--- src/rtl/saa_pkg.sv ---
package saa_pkg;

  typedef enum logic [1:0] {
    SEL_FULL  = 2'b00,
    SEL_SWORD = 2'b01,
    SEL_UWORD = 2'b10,
    SEL_ALT   = 2'b11
  } saa_sel_e;

  localparam int unsigned CC_W   = 4;
  localparam int unsigned CC_NEG = 3;
  localparam int unsigned CC_POS = 2;
  localparam int unsigned CC_ZER = 1;
  localparam int unsigned CC_SO  = 0;

endpackage

--- src/rtl/saa_extend.sv ---
module saa_extend
  import saa_pkg::*;
#(
  parameter int unsigned XLEN = 64
) (
  input  logic [XLEN-1:0] src,
  input  saa_sel_e        sel,
  output logic [XLEN-1:0] opnd
);
  localparam int unsigned HALF = XLEN / 2;

  // widen the low half, replicating fill into the upper half
  function automatic logic [XLEN-1:0] widen_word(input logic [XLEN-1:0] v,
                                                 input logic fill);
    widen_word = {{(XLEN-HALF){fill}}, v[HALF-1:0]};
  endfunction

  logic sign_bit;
  assign sign_bit = src[HALF-1];

  always_comb begin
    unique case (sel)
      SEL_SWORD: opnd = widen_word(src, sign_bit);
      SEL_UWORD: opnd = widen_word(src, 1'b0);
      default:   opnd = src;
    endcase
  end
endmodule

--- src/rtl/saa_shift.sv ---
module saa_shift #(
  parameter int unsigned XLEN = 64,
  parameter int unsigned SHW  = 2
) (
  input  logic [XLEN-1:0] opnd,
  input  logic [SHW-1:0]  sh,
  output logic [XLEN-1:0] shifted
);
  localparam int unsigned MW = SHW + 1;

  // biased amount with a guard bit so the increment cannot wrap
  function automatic logic [MW-1:0] biased_amt(input logic [SHW-1:0] s);
    biased_amt = {1'b0, s} + MW'(1);
  endfunction

  logic [MW-1:0]   amt;
  logic [XLEN-1:0] stage [MW+1];

  assign amt      = biased_amt(sh);
  assign stage[0] = opnd;

  genvar k;
  generate
    for (k = 0; k < MW; k++) begin : g_stage
      localparam int unsigned STEP = 1 << k;
      assign stage[k+1] = amt[k] ? {stage[k][XLEN-1-STEP:0], {STEP{1'b0}}}
                                 : stage[k];
    end
  endgenerate

  assign shifted = stage[MW];
endmodule

--- src/rtl/saa_cc.sv ---
module saa_cc
  import saa_pkg::*;
#(
  parameter int unsigned XLEN = 64
) (
  input  logic [XLEN-1:0] val,
  output logic [CC_W-1:0] cc
);
  function automatic logic [CC_W-1:0] classify(input logic [XLEN-1:0] v);
    logic [CC_W-1:0] r;
    r         = '0;
    r[CC_NEG] = v[XLEN-1];
    r[CC_ZER] = (v == '0);
    r[CC_POS] = !v[XLEN-1] && (v != '0);
    r[CC_SO]  = 1'b0;
    classify  = r;
  endfunction

  assign cc = classify(val);
endmodule

--- src/rtl/saa_unit.sv ---
module saa_unit
  import saa_pkg::*;
#(
  parameter int unsigned XLEN = 64,
  parameter int unsigned SHW  = 2
) (
  input  logic            clk,
  input  logic            rst_n,
  input  logic            vld_in,
  input  logic [XLEN-1:0] base_in,
  input  logic [XLEN-1:0] idx_in,
  input  logic [SHW-1:0]  sh_in,
  input  logic [1:0]      sel_in,
  input  logic            rec_in,
  output logic [XLEN-1:0] sum_q,
  output logic            out_vld,
  output logic [3:0]      cond_q,
  output logic            cond_vld
);
  saa_sel_e        sel;
  logic [XLEN-1:0] opnd;
  logic [XLEN-1:0] shifted;
  logic [XLEN-1:0] sum_d;
  logic [CC_W-1:0] cc_d;

  assign sel = saa_sel_e'(sel_in);

  saa_extend #(.XLEN(XLEN)) u_ext (
    .src  (idx_in),
    .sel  (sel),
    .opnd (opnd)
  );

  saa_shift #(.XLEN(XLEN), .SHW(SHW)) u_shf (
    .opnd    (opnd),
    .sh      (sh_in),
    .shifted (shifted)
  );

  assign sum_d = base_in + shifted;

  saa_cc #(.XLEN(XLEN)) u_cc (
    .val (sum_d),
    .cc  (cc_d)
  );

  always_ff @(posedge clk) begin
    if (!rst_n) begin
      sum_q    <= '0;
      cond_q   <= '0;
      out_vld  <= 1'b0;
      cond_vld <= 1'b0;
    end else begin
      out_vld  <= vld_in;
      cond_vld <= vld_in && rec_in;
      if (vld_in) begin
        sum_q  <= sum_d;
        cond_q <= rec_in ? cc_d : '0;
      end
    end
  end


  out_vld_chk: assert property (@(posedge clk) disable iff (!rst_n)
    out_vld == $past(vld_in));


  sum_hold_chk: assert property (@(posedge clk) disable iff (!rst_n)
    !$past(vld_in) |-> $stable(sum_q));


  lsb_pass_chk: assert property (@(posedge clk) disable iff (!rst_n)
    out_vld |-> sum_q[0] == $past(base_in[0]));


  cond_onehot_chk: assert property (@(posedge clk) disable iff (!rst_n)
    cond_vld |-> ($countones(cond_q[3:1]) == 1 && !cond_q[0]));


  zero_flag_chk: assert property (@(posedge clk) disable iff (!rst_n)
    cond_vld |-> cond_q[1] == (sum_q == '0));


  cond_quiet_chk: assert property (@(posedge clk) disable iff (!rst_n)
    (out_vld && !cond_vld) |-> cond_q == 4'b0000);
endmodule

--- config.mk ---
export PLATFORM = sky130hd
export DESIGN_NAME = saa_unit
export DESIGN_NICKNAME = d
export VERILOG_FILES = /design/src/rtl/saa_pkg.sv /design/src/rtl/saa_extend.sv /design/src/rtl/saa_shift.sv /design/src/rtl/saa_cc.sv /design/src/rtl/saa_unit.sv
export SDC_FILE = /design/constraint.sdc
export NUM_CORES = 1
export LEC_CHECK = 0
export ABC_AREA = 1
export BUFFER_PORTS_ARGS = -buffer_cell sky130_fd_sc_hd__buf_2
export CAP_MARGIN = 25
export CORE_MARGIN = 1.5
export CORE_UTILIZATION = 30
export CTS_BUF_LIST = sky130_fd_sc_hd__clkbuf_4
export DETAILED_ROUTE_END_ITERATION = 6
export GPL_TIMING_DRIVEN = 0
export PLACE_DENSITY = 0.54
export SLEW_MARGIN = 5
export SYNTH_ARGS = -nofsm -noshare
export SYNTH_HDL_FRONTEND = slang
export SYNTH_HIERARCHICAL = 1
export SYNTH_SLANG_ARGS = --single-unit
--- constraint.sdc ---
create_clock -name clk -period 6.1 [get_ports clk]
set_input_delay 0.915 -clock clk [delete_from_list [all_inputs] [get_ports clk]]
set_output_delay 0.915 -clock clk [all_outputs]
set_load 0.1 [all_outputs]
==> results of run 1 <==
synth_stat cells, drive strengths merged:
cell type  instances  area, sq um
nand2           1015         3840
inv              364         1370
nand3            318         1610
nor2             142          548
buf               75          513
dfxtp             70         1400
ha                66          826
a21oi             40          200
and2              34          213
clkbuf            18         67.6
o21ai             18         90.1
xnor2             17          149
xor2              14          130
nand3b            12         97.6
nor3              11         65.1
a22o               7         61.3
nor4               5         56.3
nand4              2         12.5
conb               1         3.75
fa                 1         20.0
o21bai             1         7.51
or2                1         6.26
power groups by stage:
stage / Sequential [uW] / Clock [uW] / Combinational, uW
finish: 567 / 249 / 2440
global route: 577 / 282 / 2680
CTS: 568 / 262 / 2430
detailed placement: 578 / 0 / 2430
global placement: 577 / 0 / 2420
floorplan: 1100 / 0 / 1270
per-stage QoR:
stage          area, sq um  worst slack, ns  util, %
6_report             12900             1.54     34.9
5_1_grt              12900             1.26     34.9
4_1_cts              12800             1.61     34.9
3_5_place_dp         12700             1.17     34.6
3_3_place_gp         12700             1.19     34.6
2_1_floorplan        11300             2.20        -
state kept, by name, summed over array words and instances, names as in the netlist:
register / flops
sum_q: 64
out_vld: 1
cond_vld: 1
cond_q: 4
final cells by class:
class	count	area [sq um]	area share (%)
clock buffer	11	82.6	0.643
timing repair buffer	174	871	6.78
inverter	364	1370	10.6
multi-input combinational	1705	7940	61.7
buffer	93	581	4.52
clock inverter	5	26.3	0.204
tap	468	586	4.56
antenna	1	2.50	0.0195
sequential	70	1400	10.9
layer usage:
| layer | share of wire [%] | global-route usage, % | vias to the layer above | wire [um] |
|---|---|---|---|---|
| li1 | - | - | 7154 | - |
| met1 | 48 | 31.0 | 5912 | 21700 |
| met2 | 45 | 38.9 | 318 | 20100 |
| met3 | 4.3 | 2.05 | 51 | 1960 |
| met4 | 2.7 | 7.15 | 0 | 1220 |
| met5 | 0 | 0 | - | 0 |
tightest hold or removal path, stage by stage, from the launching register on:
cell and delay (ns):
dfxtp_1 0.31, nand2_1 0.06, nand2_1 0.04
worst paths after layout:
kind / from / endpoint / slack [ns] / cells past startpoint
setup / recovery: sh_in[0] / cond_q[2] / 1.54 / 27
hold / removal: sum_q[56] / sum_q[56] / 0.45 / 2
setup reg to reg: sum_q[2] / sum_q[2] / 5.48 / 1
hold reg to reg: sum_q[56] / sum_q[56] / 0.45 / 2
cells by family after synthesis:
logic type	Yosys count	share of synthesized area, %
and+or+nand+nor	1540	57.1
xor gates and xnor gates	31	2.47
adders and majority gates	67	7.50
AOI/OAI and AO/OA	66	3.18
DFF	70	12.4
buffers and inverters	457	17.3
other	1	0.0332
==> flow_metrics.tcl, run 1 <==
set metrics [dict create \
    status "complete, no violations" \
    slew_violations 0 \
    crit_top_cell "nand2_1" \
    io_buffer_count 174 \
    detail-route-antenna-nets 0 \
    numCtsBuffers 9 \
    seqPwrFrac_pct 17.4 \
    power_uw 3260 \
    ir_drop_mv 0.105 \
    clkSlewWorstSetupHoldPaths_ns 0.09 \
    clock_skew_ns 0 \
    h-tree-depth 3 \
    synthDistinctLibCells 33 \
    yosysSeqAreaShare_pct 12.4 \
    core_area_sq_mm 0.0368 \
    grt_pass1_wl_mm 68.6 \
    crit_path_end_kind "flip-flop" \
    grt_pass1_vias 12700 \
    die_x_um 197 \
    whs_ns 0.452 \
    critical_path_class "primary input to flip-flop" \
    clk_latency_ns 0.41 \
    synth-seq-cells 70 \
    drt_iter0_markers 829 \
    remaining_drc_errors 0 \
    hold_viol 0 \
    critical-path-max-stage-delay_ns 0.50 \
    numPlacedInstances 2874 \
    cp-start-kind "primary input" \
    die_h_um 197 \
    post_cts_buffers 0 \
    finalCritPeriodShare_pct 74.8 \
    syn_area_sq_mm 0.0113 \
    hold_class "flip-flop to flip-flop" \
    hpwl_mm 40.5 \
    cp_num_buf_inv 6 \
    area_delta_synth_final_pct 13.9 \
    crit_path_max_fanout 10 \
    swShare_pct 61.0 \
    cts_tree "built" \
    route.vias.total 13400 \
    ys_warn_count 6 \
    routed_wl_mm 45.0 \
    internal_power_uw 1270 \
    ios 206 \
    antenna_found_initial 1 \
    min_period_ns 4.56 \
    nets 2620 \
    start_util_pct 30.7 \
    cts_buffer_depth 2 \
    avgSynthCellArea_sq_um 5.06 \
    dieArea_sq_mm 0.0388 \
    drive_gt1_share_pct 12.2 \
    clock_power_share_pct 7.7 \
    critical_path.top_delay_family "simple AND/OR/NAND/NOR gates" \
    detail_route.wl_per_cell_um 15.6 \
    finalSetupViolCount 0 \
    rsz0062_at_grt "no" \
    overflow 0 \
    p_switching_uw 1990 \
    cts_hold_buf 0 \
    power_density_mw_per_mm2 253 \
    maxCapViolations 0 \
    synthCells 2232 \
    final_cell_mix "nand2_1, inv_1, nand3_1" \
    numClockSinks 70 \
    clock-root-buffer "clkbuf_4" \
    p_leak_uw 0.00801 \
    required_ns 6.40 \
    gp_congestion 0.897 \
    drt-pass1-iter-count 5 \
    tns_ns 0 \
    grtUsageTotal_pct 23.1 \
    cp.arrival_ns 4.86 \
    fill_cells 4449 \
    slowest_stage "ha_1" \
    rows 70 \
    combPwrFrac_pct 74.9 \
    layout_commonest_cell "nand2_1" \
    grt_max_degree 12 \
    final_cells 2891 \
    synth_fp_nets 2435 \
    max_slew_margin_pct 52.7 \
    viasPerCell 4.65 \
    fmax_mhz 219 \
    tightest_slew_ns 0.709 \
    cts_resized 0 \
]
(Power assumes the default switching activity.)
==> inputs of run 2 (changes only) <==
clock period = 4.5 ns   (was 6.1 ns; I/O delays follow)
==> flow_metrics.tcl, run 2 (synthesized netlist as in run 1, its figures left out) <==
set metrics [dict create \
    crit_top_cell "nand2_1" \
    place_area_sq_mm 0.0127 \
    min_period_ns 4.27 \
    finalCritPeriodShare_pct 95.0 \
    cp-start-kind "primary input" \
    critical_path_class "primary input to flip-flop" \
    rows 70 \
    numCtsBuffers 9 \
    clock_skew_ns 0 \
    r2r_cells 1 \
    h-tree-depth 3 \
    grt_pass1_vias 12700 \
    largestRegisters "sum_q x64, cond_q x4" \
    max_slew_margin_pct 52.7 \
    die_x_um 197 \
    maxCapViolations 0 \
    numClockSinks 70 \
    drt_iter0_markers 821 \
    detail-route-antenna-nets 0 \
    cp.arrival_ns 4.57 \
    slowest_stage "ha_1" \
    final_cell_mix "nand2_1, inv_1, nand3_1" \
    grt_max_degree 12 \
    overflow 0 \
    pre_cts_ws_ns -0.191 \
    power_density_mw_per_mm2 343 \
    cts_hold_buf 0 \
    die_h_um 197 \
    hold_depth 2 \
    ios 206 \
    ir_drop_mv 0.142 \
    core_area_sq_mm 0.0368 \
    start_util_pct 30.7 \
    rsz0062_at_grt "no" \
    slew_violations 0 \
    critical-path-max-stage-delay_ns 0.45 \
    whs_ns 0.452 \
    cts_buffer_depth 2 \
    clkSlewWorstSetupHoldPaths_ns 0.09 \
    fmax_mhz 234 \
    regMostFlops "sum_q" \
    status "complete, no violations" \
    layout_commonest_cell "nand2_1" \
    cp.depth 25 \
    io_buffer_count 174 \
    drt-pass1-iter-count 5 \
    dieArea_sq_mm 0.0388 \
    hpwl_mm 40.5 \
    r2r_slack_ns 3.88 \
    tightest_slew_ns 0.709 \
    remaining_drc_errors 0 \
    fin_ws_ns 0.226 \
    clk_latency_ns 0.41 \
    cp_num_buf_inv 6 \
    p_leak_uw 0.00798 \
    route.vias.total 13500 \
    power_uw 4450 \
    cts_tree "built" \
    critical_path.top_delay_family "simple AND/OR/NAND/NOR gates" \
    hold_viol 0 \
    drive_gt1_share_pct 13.5 \
    area_delta_synth_final_pct 14.8 \
    antenna_found_initial 1 \
    detail_route.wl_per_cell_um 15.6 \
    gp_congestion 0.897 \
    crit_path_max_fanout 10 \
    finalSetupViolCount 0 \
    required_ns 4.80 \
    nets 2620 \
    clock-root-buffer "clkbuf_4" \
    largest_register_ffs 64 \
    crit_path_end_kind "flip-flop" \
    routed_wl_mm 45.1 \
    viasPerCell 4.66 \
    hold_class "flip-flop to flip-flop" \
    grtUsageTotal_pct 23.1 \
    fin_area_sq_mm 0.0130 \
    grt_pass1_wl_mm 68.6 \
]
-- run 2: cell types whose count changed in the layout (fill, tap and decap cells not counted) --
cell     before   now
and2_1       34    33
and2_4        0     1
ha_1         66    44
ha_2          0    19
ha_4          0     3
nand2_1    1002  1001
nand2_2      13    14
nor2_1      136   131
nor2_2        6    11
nor3_1        9     8
nor3_2        2     3
-- run 2: repair_timing --
| item | in CTS | in global routing |
|---|---|---|
| resized for setup | 0 | 33 |
| endpoints found under the hold margin | 0 | 0 |
| endpoints found under the setup margin | 0 | 1 |
| setup buffers | 0 | 0 |
-- run 2: final timing paths --
path                                 from         to
worst max register to register   sum_q[2]   sum_q[2]
worst min register to register  sum_q[56]  sum_q[56]
worst max-delay path             sh_in[0]  cond_q[2]
worst min-delay path            sum_q[56]  sum_q[56]
-- run 2: per-layer routing --
metal	share of wire, %	track usage [%]
met5	0	0
met2	45	38.9
met1	48	31.0
met3	4.5	2.05
met4	2.9	7.15
-- run 2: cell type report --
| type | instances | area [sq um] |
|---|---|---|
| clock buffers | 11 | 82.6 |
| flip-flops and latches | 70 | 1400 |
| repair buffers | 174 | 871 |
| fillers | 4443 | 23800 |
| diodes | 1 | 2.50 |
| clock inverters | 5 | 26.3 |
| well taps | 468 | 586 |
| plain buffers | 93 | 581 |
| inverters | 364 | 1370 |
| multi-input cells | 1705 | 8040 |
-- run 2: power by group --
group | switching (uW) | leakage (uW) | internal (uW) | total (uW)
combinational | 2430 | 0.00733 | 906 | 3340
clock | 217 | 0.0000657 | 122 | 339
sequential | 49.7 | 0.000578 | 719 | 769
total | 2700 | 0.00798 | 1750 | 4450
-- run 2: through the flow --
| step | TNS (ns) | std cells | util, % |
|---|---|---|---|
| 2_1_floorplan | 0 | 2232 | - |
| 3_3_place_gp | -0.243 | 2874 | 34.6 |
| 3_5_place_dp | -0.286 | 2874 | 34.6 |
| 4_1_cts | 0 | 2890 | 34.9 |
| 5_1_grt | 0 | 2891 | 35.2 |
| 6_report | 0 | 2891 | 35.2 |
==> inputs of run 3 (changes only) <==
--- a/config.mk
+++ b/config.mk
@@ -10,2 +10,3 @@
 export CAP_MARGIN = 25
+export CORE_ASPECT_RATIO = 2
 export CORE_MARGIN = 1.5
==> constraint.sdc (replaced) <==
create_clock -name clk -period 4.5 [get_ports clk]
set_input_delay 0.9 -clock clk [delete_from_list [all_inputs] [get_ports clk]]
set_output_delay 0.9 -clock clk [all_outputs]
set_load 0.1 [all_outputs]
==> flow_metrics.tcl, run 3 (synthesized netlist as in run 1, its figures left out) <==
set metrics [dict create \
    start_util_pct 30.4 \
    remaining_drc_errors 0 \
    route.vias.total 13900 \
    final_cells 2893 \
    place_area_sq_mm 0.0127 \
    numClockSinks 70 \
    critical_path_class "primary input to flip-flop" \
    antenna_found_initial 1 \
    crit_path_end_kind "flip-flop" \
    core_area_sq_mm 0.0372 \
    clock-root-buffer "clkbuf_4" \
    tns_ns 0 \
    numPlacedInstances 2865 \
    viasPerCell 4.79 \
    drive_gt1_share_pct 18.3 \
    reg2reg_from "cond_q[2]" \
    overflow 0 \
    cts_buffer_depth 2 \
    clkSlewWorstSetupHoldPaths_ns 0.14 \
    ios 206 \
    cts_hold_buf 0 \
    power_density_mw_per_mm2 350 \
    numCtsBuffers 9 \
    ir_drop_mv 0.176 \
    slew_violations 0 \
    detail_route.wl_per_cell_um 17.5 \
    tightest_slew_ns 0.790 \
    gp_congestion 0.949 \
    grt_max_degree 16 \
    min_period_ns 4.34 \
    finalSetupViolCount 0 \
    hold_viol 0 \
    max_slew_margin_pct 47.3 \
    clk_latency_ns 0.43 \
    die_h_um 277 \
    fmax_mhz 230 \
    crit_path_max_fanout 10 \
    grt_pass1_wl_mm 75.6 \
    cp-start-kind "primary input" \
    hold_class "flip-flop to flip-flop" \
    min_from "sum_q[62]" \
    area_delta_synth_final_pct 23.3 \
    dieArea_sq_mm 0.0389 \
    largestRegisters "sum_q x64, cond_q x4" \
    routed_wl_mm 50.5 \
    grt_pass1_vias 14100 \
    nets 2631 \
    drt_iter0_markers 572 \
    largest_register_ffs 64 \
    fin_area_sq_mm 0.0139 \
    final_cell_mix "nand2_1, inv_1, nand3_1" \
    cp.arrival_ns 4.67 \
    detail-route-antenna-nets 0 \
    rows 100 \
    whs_ns 0.461 \
    startpoint "sh_in[0]" \
    h-tree-depth 3 \
    io_buffer_count 174 \
    clock_skew_ns 0 \
    die_x_um 140 \
    hpwl_mm 44.3 \
    finalCritPeriodShare_pct 96.5 \
    required_ns 4.83 \
    p_leak_uw 0.00809 \
    regMostFlops "sum_q" \
    cts_tree "built" \
    drt-pass1-iter-count 7 \
    grtUsageTotal_pct 26.0 \
    layout_commonest_cell "nand2_1" \
    status "complete, no violations" \
    maxCapViolations 0 \
]
-- run 3: worst max-delay path, stage by stage --
cell,delay [ns]
buf_2,0.14
ha_1,0.29
buf_4,0.18
inv_2,0.09
buf_12,0.15
buf_8,0.15
nand3_1,0.13
nand3_1,0.09
nand2_1,0.18
ha_4,0.37
nand2_1,0.10
nor2_1,0.15
nand2_1,0.13
nor4_2,0.26
nand2_1,0.16
nand2_1,0.09
nand2_1,0.12
and2_1,0.18
nor2_1,0.08
nand2_1,0.07
nor2_2,0.12
nand2_1,0.07
nor2_2,0.12
a21oi_1,0.11
a22o_1,0.21
-- run 3: metrics by stage --
stage / util, % / total power, uW / setup slack (ns)
detailed placement: 34.3 / 4180 / -0.663
global placement: 34.3 / 4170 / -0.675
floorplan: - / 3220 / 0.614
global route: 37.4 / 5240 / -0.0560
CTS: 35.2 / 4640 / 0.0000853
finish: 37.4 / 4870 / 0.159
-- run 3: metal layers --
layer | vias to the layer above | share of wire, % | global-route usage [%] | routed length (um)
li1 | 7165 | - | - | -
met1 | 6138 | 31 | 21.1 | 15700
met2 | 380 | 56 | 54.2 | 28400
met3 | 185 | 2.7 | 2.00 | 1360
met4 | 0 | 10 | 21.8 | 5100
met5 | - | 0 | 0 | 0
-- run 3: area by class of cell --
type                       count  area (sq um)
buffer                        93           623
timing repair buffer         185           953
fill                        4336         23200
inverter                     364          1370
tap                          459           574
clock buffer                   9          67.6
sequential                    70          1400
antenna                        1          2.50
multi-input combinational   1705          8860
clock inverter                 7          61.3
-- run 3: final timing paths --
check	end	slack (ns)	depth (start not counted)
min	sum_q[62]	0.46	2
min reg2reg	sum_q[62]	0.46	2
max reg2reg	cond_q[2]	3.87	1
max	cond_q[2]	0.16	25
-- run 3: what timing repair did --
action	4_1_cts	5_1_grt
pin swaps	1	20
setup endpoints to repair	2	2
setup buffers	2	9
gates resized for setup	41	166
-- run 3: power breakdown --
part / switching [uW] / total (uW) / internal (uW)
combinational: 2630 / 3710 / 1080
clock: 263 / 387 / 123
sequential: 55.2 / 775 / 720
